<file path="config.mk">
export PLATFORM = sky130hd
export DESIGN_NAME = ifetch_bytebuf
export DESIGN_NICKNAME = d
export VERILOG_FILES = /design/src/rtl/ifb_pkg.sv /design/src/rtl/ifb_ctrl.sv /design/src/rtl/ifb_store.sv /design/src/rtl/ifetch_bytebuf.sv
export SDC_FILE = /design/constraint.sdc
export NUM_CORES = 2
export LEC_CHECK = 0
export BUFFER_PORTS_ARGS = -buffer_cell sky130_fd_sc_hd__buf_4
export CORE_AREA = 2 2 336 338
export CTS_CLUSTER_SIZE = 28
export DETAILED_ROUTE_END_ITERATION = 6
export DIE_AREA = 0 0 338 340
export PLACE_DENSITY = 0.53
export SLEW_MARGIN = 20
export SYNTH_ARGS = -nofsm -noshare
export SYNTH_HDL_FRONTEND = slang
export SYNTH_SLANG_ARGS = --single-unit
</file>
<file path="constraint.sdc">
create_clock -name clk -period 23.1 [get_ports clk]
set_clock_uncertainty 0.2 [all_clocks]
set_input_delay 2.31 -clock clk [delete_from_list [all_inputs] [get_ports clk]]
set_output_delay 2.31 -clock clk [all_outputs]
set_load 0.05 [all_outputs]
</file>
<file path="src/rtl/ifb_pkg.sv">
`timescale 1ns/1ps
package ifb_pkg;
    // Fetch control states
    typedef enum logic [1:0] {
        FS_HALT   = 2'd0,   // no fetch stream since reset
        FS_RELOAD = 2'd1,   // target fetch outstanding
        FS_STREAM = 2'd2    // normal word refill
    } ifb_state_e;
endpackage

</file>
<file path="src/rtl/ifb_ctrl.sv">
`timescale 1ns/1ps
module ifb_ctrl
    import ifb_pkg::*;
#(
    parameter int ADDR_W = 32,
    parameter int NW     = 8
) (
    input  logic                      clk,
    input  logic                      rst_n,
    input  logic                      redir_i,
    input  logic [ADDR_W-1:0]         redir_pc_i,
    input  logic [$clog2(NW)+1:0]     take_i,
    output logic [$clog2(NW)+1:0]     avail_o,
    output logic                      overrun_o,
    output logic                      ic_req_o,
    output logic [ADDR_W-1:0]         ic_addr_o,
    output logic                      ap_en_o,
    output logic [$clog2(NW)-1:0]     ap_slot_o,
    output logic [$clog2(NW):0]       ap_cnt_o,
    output logic [$clog2(NW):0]       ap_off_o,
    output logic [$clog2(NW):0]       head_byte_o
);
    localparam int PW = $clog2(NW);
    localparam int OW = PW + 1;
    localparam int CW = PW + 2;
    localparam logic [PW:0] NW_C = (PW+1)'(NW);

    ifb_state_e st_q, st_d;

    logic [PW-1:0]     hw_q;
    logic              hodd_q;
    logic [PW:0]       wcnt_q;
    logic [ADDR_W-1:0] tail_q;
    logic              infl_q;
    logic [PW:0]       icnt_q;
    logic [OW-1:0]     ioff_q;

    logic [CW-1:0]     avail, n_take, sum;
    logic              over, arrive;
    logic [PW:0]       freed, keep, inflw, room;

    logic              fetch_go;
    logic [ADDR_W-1:0] fetch_ptr;
    logic [PW:0]       fetch_cnt;

    // occupancy and consume arithmetic
    always_comb begin
        avail  = (wcnt_q == '0) ? '0 : ({wcnt_q, 1'b0} - {{(CW-1){1'b0}}, hodd_q});
        over   = (take_i > avail);
        n_take = over ? avail : take_i;
        sum    = n_take + {{(CW-1){1'b0}}, hodd_q};
        freed  = sum[CW-1:1];
        keep   = wcnt_q - freed;
        inflw  = infl_q ? icnt_q : '0;
        room   = NW_C - keep - inflw;
        arrive = infl_q & ~redir_i;
    end

    // state register
    always_ff @(posedge clk or negedge rst_n) begin
        if (!rst_n) st_q <= FS_HALT;
        else        st_q <= st_d;
    end

    // next state
    always_comb begin
        st_d = st_q;
        unique case (st_q)
            FS_HALT:   if (redir_i) st_d = FS_RELOAD;
            FS_RELOAD: begin
                if (redir_i)     st_d = FS_RELOAD;
                else if (arrive) st_d = FS_STREAM;
            end
            FS_STREAM: if (redir_i) st_d = FS_RELOAD;
            default:   st_d = FS_HALT;
        endcase
    end

    // state outputs: fetch request
    always_comb begin
        fetch_go  = 1'b0;
        fetch_ptr = tail_q;
        fetch_cnt = room;
        if (redir_i) begin
            fetch_go  = 1'b1;
            fetch_ptr = {redir_pc_i[ADDR_W-1:1], 1'b0};
            fetch_cnt = NW_C;
        end else begin
            unique case (st_q)
                FS_HALT:              fetch_go = 1'b0;
                FS_RELOAD, FS_STREAM: fetch_go = (room != '0);
                default:              fetch_go = 1'b0;
            endcase
        end
    end

    // queue bookkeeping
    always_ff @(posedge clk or negedge rst_n) begin
        if (!rst_n) begin
            hw_q   <= '0;
            hodd_q <= 1'b0;
            wcnt_q <= '0;
            tail_q <= '0;
            infl_q <= 1'b0;
            icnt_q <= '0;
            ioff_q <= '0;
        end else if (redir_i) begin
            hw_q   <= '0;
            wcnt_q <= '0;
            hodd_q <= redir_pc_i[0];
            tail_q <= {redir_pc_i[ADDR_W-1:1], 1'b0} + ADDR_W'(2*NW);
            infl_q <= 1'b1;
            icnt_q <= NW_C;
            ioff_q <= {redir_pc_i[OW-1:1], 1'b0};
        end else begin
            hw_q   <= hw_q + freed[PW-1:0];
            wcnt_q <= keep + (arrive ? icnt_q : '0);
            hodd_q <= sum[0];
            infl_q <= fetch_go;
            icnt_q <= fetch_cnt;
            ioff_q <= fetch_ptr[OW-1:0];
            if (fetch_go) tail_q <= tail_q + ADDR_W'({fetch_cnt, 1'b0});
        end
    end

    assign avail_o     = avail;
    assign overrun_o   = over & ~redir_i;
    assign ic_req_o    = fetch_go;
    assign ic_addr_o   = {fetch_ptr[ADDR_W-1:OW], {OW{1'b0}}};
    assign ap_en_o     = arrive;
    assign ap_slot_o   = hw_q + wcnt_q[PW-1:0];
    assign ap_cnt_o    = icnt_q;
    assign ap_off_o    = ioff_q;
    assign head_byte_o = {hw_q, hodd_q};
endmodule

</file>
<file path="src/rtl/ifb_store.sv">
`timescale 1ns/1ps
module ifb_store #(
    parameter int NW        = 8,
    parameter int WIN_BYTES = 32
) (
    input  logic                      clk,
    input  logic                      rst_n,
    input  logic                      ap_en_i,
    input  logic [$clog2(NW)-1:0]     ap_slot_i,
    input  logic [$clog2(NW):0]       ap_cnt_i,
    input  logic [$clog2(NW):0]       ap_off_i,
    input  logic [8*WIN_BYTES-1:0]    ic_data_i,
    input  logic [$clog2(NW):0]       head_byte_i,
    output logic [16*NW-1:0]          win_o
);
    localparam int PW = $clog2(NW);
    localparam int SW = $clog2(WIN_BYTES);

    logic [16*NW-1:0] flat;

    // one word register per slot, written from the returned window
    for (genvar s = 0; s < NW; s++) begin : g_slot
        logic [PW-1:0] rel;
        logic [SW-1:0] pos;
        logic          hit;
        logic [15:0]   w_q;

        assign rel = PW'(s) - ap_slot_i;
        assign hit = ap_en_i && ({1'b0, rel} < ap_cnt_i);
        assign pos = SW'(ap_off_i) + SW'({rel, 1'b0});

        always_ff @(posedge clk or negedge rst_n) begin
            if (!rst_n)   w_q <= '0;
            else if (hit) w_q <= ic_data_i[pos*8 +: 16];
        end

        assign flat[s*16 +: 16] = w_q;
    end

    // rotate so that the head byte lands on lane 0
    for (genvar b = 0; b < 2*NW; b++) begin : g_lane
        logic [PW:0] idx;
        assign idx = head_byte_i + (PW+1)'(b);
        assign win_o[b*8 +: 8] = flat[idx*8 +: 8];
    end
endmodule

</file>
<file path="src/rtl/ifetch_bytebuf.sv">
`timescale 1ns/1ps
module ifetch_bytebuf #(
    parameter int ADDR_W    = 32,
    parameter int BUF_BYTES = 16
) (
    input  logic                           clk,
    input  logic                           rst_n,
    input  logic                           redir_i,
    input  logic [ADDR_W-1:0]              redir_pc_i,
    input  logic [$clog2(BUF_BYTES/2)+1:0] take_i,
    output logic [8*BUF_BYTES-1:0]         win_o,
    output logic [$clog2(BUF_BYTES/2)+1:0] avail_o,
    output logic                           overrun_o,
    output logic                           ic_req_o,
    output logic [ADDR_W-1:0]              ic_addr_o,
    input  logic [16*BUF_BYTES-1:0]        ic_data_i
);
    localparam int NW  = BUF_BYTES / 2;
    localparam int PW  = $clog2(NW);
    localparam int WIN = 2 * BUF_BYTES;

    logic          ap_en;
    logic [PW-1:0] ap_slot;
    logic [PW:0]   ap_cnt, ap_off, head_byte;

    ifb_ctrl #(.ADDR_W(ADDR_W), .NW(NW)) u_ctrl (
        .clk         (clk),
        .rst_n       (rst_n),
        .redir_i     (redir_i),
        .redir_pc_i  (redir_pc_i),
        .take_i      (take_i),
        .avail_o     (avail_o),
        .overrun_o   (overrun_o),
        .ic_req_o    (ic_req_o),
        .ic_addr_o   (ic_addr_o),
        .ap_en_o     (ap_en),
        .ap_slot_o   (ap_slot),
        .ap_cnt_o    (ap_cnt),
        .ap_off_o    (ap_off),
        .head_byte_o (head_byte)
    );

    ifb_store #(.NW(NW), .WIN_BYTES(WIN)) u_store (
        .clk         (clk),
        .rst_n       (rst_n),
        .ap_en_i     (ap_en),
        .ap_slot_i   (ap_slot),
        .ap_cnt_i    (ap_cnt),
        .ap_off_i    (ap_off),
        .ic_data_i   (ic_data_i),
        .head_byte_i (head_byte),
        .win_o       (win_o)
    );
endmodule

</file>
======== Word level (Yosys, flattened, before mapping) ========
Cells that the tools add are included.
storage, ports and cells
  word-level logic and storage cells ...... 132
  flip-flop bits (word level) ............. 179
  input port bits ......................... 296
cells by class
  reductions and logical operators ........ 15
  add/sub/neg operators ................... 41
  magnitude comparators ................... 9
  bitwise gates (word level) .............. 3
  mux-type cells .......................... 20
  shifts and indexed selects .............. 24
  eq/ne operators ......................... 4
operator list
  operator                 number
  $shiftx A128 B8 Y8       16
  $shiftx A256 B9 Y16      8
  $mux W32                 3
  $add A4 B4 Y5            8
  $add A32 B5 Y32          1
  $add A32 B5 Y32 const B  1
  $add A4 B4 Y4 const B    8
  $lt A3 B4 Y1             8
  $mux W4                  6
  $add A4 B3 Y4 const B    4
  $sub A3 B3 Y3 const A    4
  $mux W5                  2
  $add A4 B2 Y4 const B    2
  $logic_and A1 B1 Y1      8
  $sub A4 B4 Y4            2
  $add A3 B3 Y3            2
  $mux W2                  3
  $sub A1 B3 Y3 const A    2
  $sub A2 B3 Y3 const A    2
  $add A5 B1 Y5            1
  $gt A5 B5 Y1             1
  $sub A5 B1 Y5            1
  $add A4 B1 Y4 const B    1
  $add A4 B4 Y4            1
  16 further kinds         21

======== Logic depth before layout (Yosys ltp) ========
  word-level depth ........................ 13
  mapped depth ............................ 33
  mapped depth without buffers ............ 31

======== Cells and area by module ========
Synthesis repeated with hierarchy kept, for this count alone.
second synthesis, totals
  cell total of the unflattened synthesis .. 2735
  area, all modules ....................... 27293.7 µm²
modules (own cells, without submodules)
  module     cells each  area an instance (µm²)  times used
  ifb_store  2250        22909.5                 1
  ifb_ctrl   485         4384.2                  1

======== Least setup slack after synthesis ========
OpenSTA, ideal clock, no wires.
  kind .................................... in2out
  start point ............................. in take_i[2]
  end point ............................... out ic_req_o
  arrival time ............................ 7026 ps
  path buffers ............................ 0
  cell stages on the path ................. 20
  path slack .............................. 13564 ps
  path through ............................ ha_1 a211oi_2 nor2_1 o32ai_4 mux2_2 ha_1 ha_1 ha_1 fa_1 inv_1 ha_1 inv_1 ha_1 inv_1 fa_1 xnor2_1 xnor2_1 xor2_2 a21oi_2 or2_2
on the way
  word-level cells in the longest chain between the ends .. 9
ends and longest elaborated chain
  item                             line                  source
  start, declared                  ifetch_bytebuf.sv:10  input logic [$clog2(BUF_BYTES/2)+1:0] take_i,
  $gt A5 B5 Y1                     ifb_ctrl.sv:49        over = (take_i > avail);
  $mux W5 (*)                      ifb_ctrl.sv:50        n_take = over ? avail : take_i;
  $add A5 B1 Y5 (*)                ifb_ctrl.sv:51        sum = n_take + {{(CW-1){1'b0}}, hodd_q};
  $sub A4 B4 Y4 (*)                ifb_ctrl.sv:53        keep = wcnt_q - freed;
  $sub A4 B4 Y4 (*) (2 in series)  ifb_ctrl.sv:55        room = NW_C - keep - inflw;
  $reduce_bool A4 Y1 (*)           ifb_ctrl.sv:91        FS_RELOAD, FS_STREAM: fetch_go = (room != '0);
  $mux W1 (*)                      ifb_ctrl.sv:89        unique case (st_q)
  $mux W1 (*)                      ifb_ctrl.sv:84        if (redir_i) begin
  end, declared                    ifetch_bytebuf.sv:14  output logic ic_req_o,
Mark *: on every way between the ends. The rest lies on a longest branch, timed or not.

======== Final worst setup path ========
Same ends and word-level chain as after synthesis.

==> key figures <==
Clock network
  • Post-CTS setup buffers: 0
  • Max Root-Sink Buffers: 2
  • Clock slew at reported path FFs: 0.07 ns
  • Root Buffer: clkbuf_16
  • Worst skew pair latency: about 0.45 ns
  • Resize count post-CTS: 0
  • CTS Buf Count: 17
  • CTS Sinks: 178
  • Hold_buf cts: 0
  • TritonCTS clock tree: done
  • H-tree depth: 4

Cells and area
  • Fillers: around 12,000
  • Nets: around 3,600
  • Layout area overhead: 20.2%
  • Commonest non-fill, non-tap cells in the layout: o21ai_0, buf_4, nand2_1
  • Commonest non-fill, non-tap cell in the layout: o21ai_0
  • Share of cells above drive strength 1: 36.2%

Setup path
  • Setup CP Type: input port to output pin
  • Critical Path End Type: output pin
  • Crit start category: input port
  • CP arrival: 8.00 ns
  • Crit path required time: 20.59 ns
  • Crit path max fanout: 22

Timing
  • Slew @ Worst Pin: 1.10 ns
  • RSZ-0062 raised after global routing: false
  • Final Setup Violations: 0
  • TNS Setup: 0 ns
  • Max Freq: 0.0951 GHz
  • Min Tclk post-route: 10.51 ns
  • Final hold vios: 0
  • Final Max Tran Viols: 0
  • Final critical-path share of the clock period: 45.5%
  • Max-slew headroom: 26.4%

Global routing
  • First-pass GRT wire length: about 180,000 um
  • Pin count of the biggest net entering global routing: 126
  • Busiest layer in global routing: met2
  • Routing usage on met1: 30.8%
  • Met3 Use GR: 6.28%
  • Met2 GRT Util: 34.2%
  • GRT overflow: 0
  • Initial antenna violation count: 37
  • Overall global routing resource usage: 22.3%
  • Via count of the first global-routing pass: 24,000

Place
  • Post-DP HPWL: 111,000 um
  • IO buf count: 458
  • GP Congestion: 1.02

Synth
  • Yosys warns: 0
  • Cell count after synthesis: approximately 2,900
  • Async SR Flop Fraction: between 90% and 100%
  • Seq/Total Area, Yosys: between 15 and 20%
  • Post-Syn Area per Cell: 9.51 um^2
  • Yosys reg bits: 178
  • Yosys cell types: 61
  • Number of synthesized flops with an enable pin: 0
  • Mapped cell area: 27,600 um^2
  • Primary FF master, synth: dfrtp_1

Detailed routing
  • # DRC: 0
  • Initial DRT Pass Iterations: 6
  • Drt initial violations: between 3,000 and 4,000
  • Via count: 26,200
  • Drt wl/cell: 28.1 um
  • DR vias/cell: about 5.6
  • Detail Route Antenna Nets: 0
  • Post-Route WL: 133,000 um

Floorplanning
  • Die Wd: around 340 um
  • DIE AREA: approximately 110,000 um^2
  • DIE HEIGHT: 340 um
  • IO Count: between 400 and 500
  • Core ar.: approximately 110,000 um^2
  • Starting Density: 24.8%
  • Row count: 123

Job
  • Max_cap viols: 0

Min path
  • HP Class: register to register

Outcome
  • Status: completed
[critical path, cell delays in order]
cell	delay [ns]
buf_4	0.13
ha_1	0.32
a211oi_2	0.24
nor2_1	0.11
o32ai_4	0.46
mux2_2	0.39
ha_1	0.22
ha_1	0.28
xnor2_1	0.39
fa_1	0.49
inv_1	0.13
ha_1	0.24
inv_1	0.06
ha_1	0.13
inv_1	0.04
fa_1	0.37
xnor2_1	0.15
xnor2_1	0.32
xor2_2	0.16
buf_4	0.33
a21oi_2	0.20
or2_2	0.31
buf_4	0.19
[final timing paths]
path / startpoint / cells after the start / slack [ns] / to
setup reg to reg: u_ctrl.hodd_q / 30 / 14.88 / u_ctrl.tail_q[31]
hold / removal: u_ctrl.tail_q[1] / 1 / 0.36 / u_ctrl.ap_off_o[1]
max in group asynchronous: rst_n / 3 / 19.16 / u_store.g_slot[0].w_q[12]
hold reg to reg: u_ctrl.tail_q[1] / 1 / 0.36 / u_ctrl.ap_off_o[1]
setup / recovery: take_i[2] / 23 / 12.59 / ic_req_o
min in group asynchronous: rst_n / 1 / 1.55 / u_ctrl.tail_q[10]
[synthesized netlist by cell type (51+ instances only)]
cell	number	share of area (%)
a21oi_1	53	0.96
buf_2	51	0.92
clkbuf_1	167	2.3
dfrtp_1	178	16
ha_1	64	2.9
mux2_2	231	9.4
mux2i_1	361	13
mux4_2	320	26
nand2_1	407	5.5
nand2b_1	110	2.5
o21ai_0	582	11
xnor2_1	58	1.8
[stage by stage]
step / cells / setup WS [ns] / util [%] / cell area (um^2) / hold slack (ns)
after floorplan: 2908 / 13.56 / - / 27600 / 0.294
after global placement: 4669 / 12.65 / 29.2 / 32500 / 0.332
after detailed placement: 4669 / 12.63 / 29.2 / 32500 / 0.345
after CTS: 4700 / 12.61 / 29.7 / 33100 / 0.361
after global routing: 4702 / 12.16 / 29.7 / 33200 / 0.386
final: 4709 / 12.59 / 29.8 / 33200 / 0.358
[registers in the layout, summed over array words and instances (netlist names)]
| name | cells |
|---|---|
| u_ctrl.ap_cnt_o | 4 |
| u_ctrl.ap_off_o | 4 |
| u_ctrl.hodd_q | 1 |
| u_ctrl.hw_q | 3 |
| u_ctrl.infl_q | 1 |
| u_ctrl.st_q | 2 |
| u_ctrl.tail_q | 31 |
| u_ctrl.wcnt_q | 4 |
| u_store.g_slot.w_q | 128 |
[area by class of cell]
type	instances	area (um^2)	area share, %
Antenna cell	8	20.0	0.0603
Clock inverter	14	173	0.520
Clock buffer	17	425	1.28
Multi-Input combinational cell	2433	22200	66.8
Inverter	41	154	0.463
Sequential cell	178	4470	13.5
Timing Repair Buffer	518	3920	11.8
Tap cell	1500	1880	5.65
[metal layers]
metal / routed length (um) / up-vias
li1: - / 11500
met1: 55800 / 13100
met2: 58500 / 1364
met5: 145 / -
met3: 14300 / 158
met4: 3840 / 22
[cells by family (layout without fill, tap and decap cells)]
family | count (synthesis) | count (layout) | share of synthesized area, %
flip-flops | 178 | 178 | 16.1
XOR/XNOR | 90 | 90 | 2.88
AO/OA/AOI/OAI | 703 | 703 | 13.6
adder cells (fa/ha/maj) | 74 | 74 | 3.62
multiplexers | 913 | 913 | 48.6
other | 1 | 13 | 0.0136
buffers and inverters | 297 | 590 | 4.43
AND/OR/NAND/NOR | 648 | 648 | 10.7
Power is not shown: default switching activity piles up to over one toggle a cycle in this logic, so the estimate is an artifact.
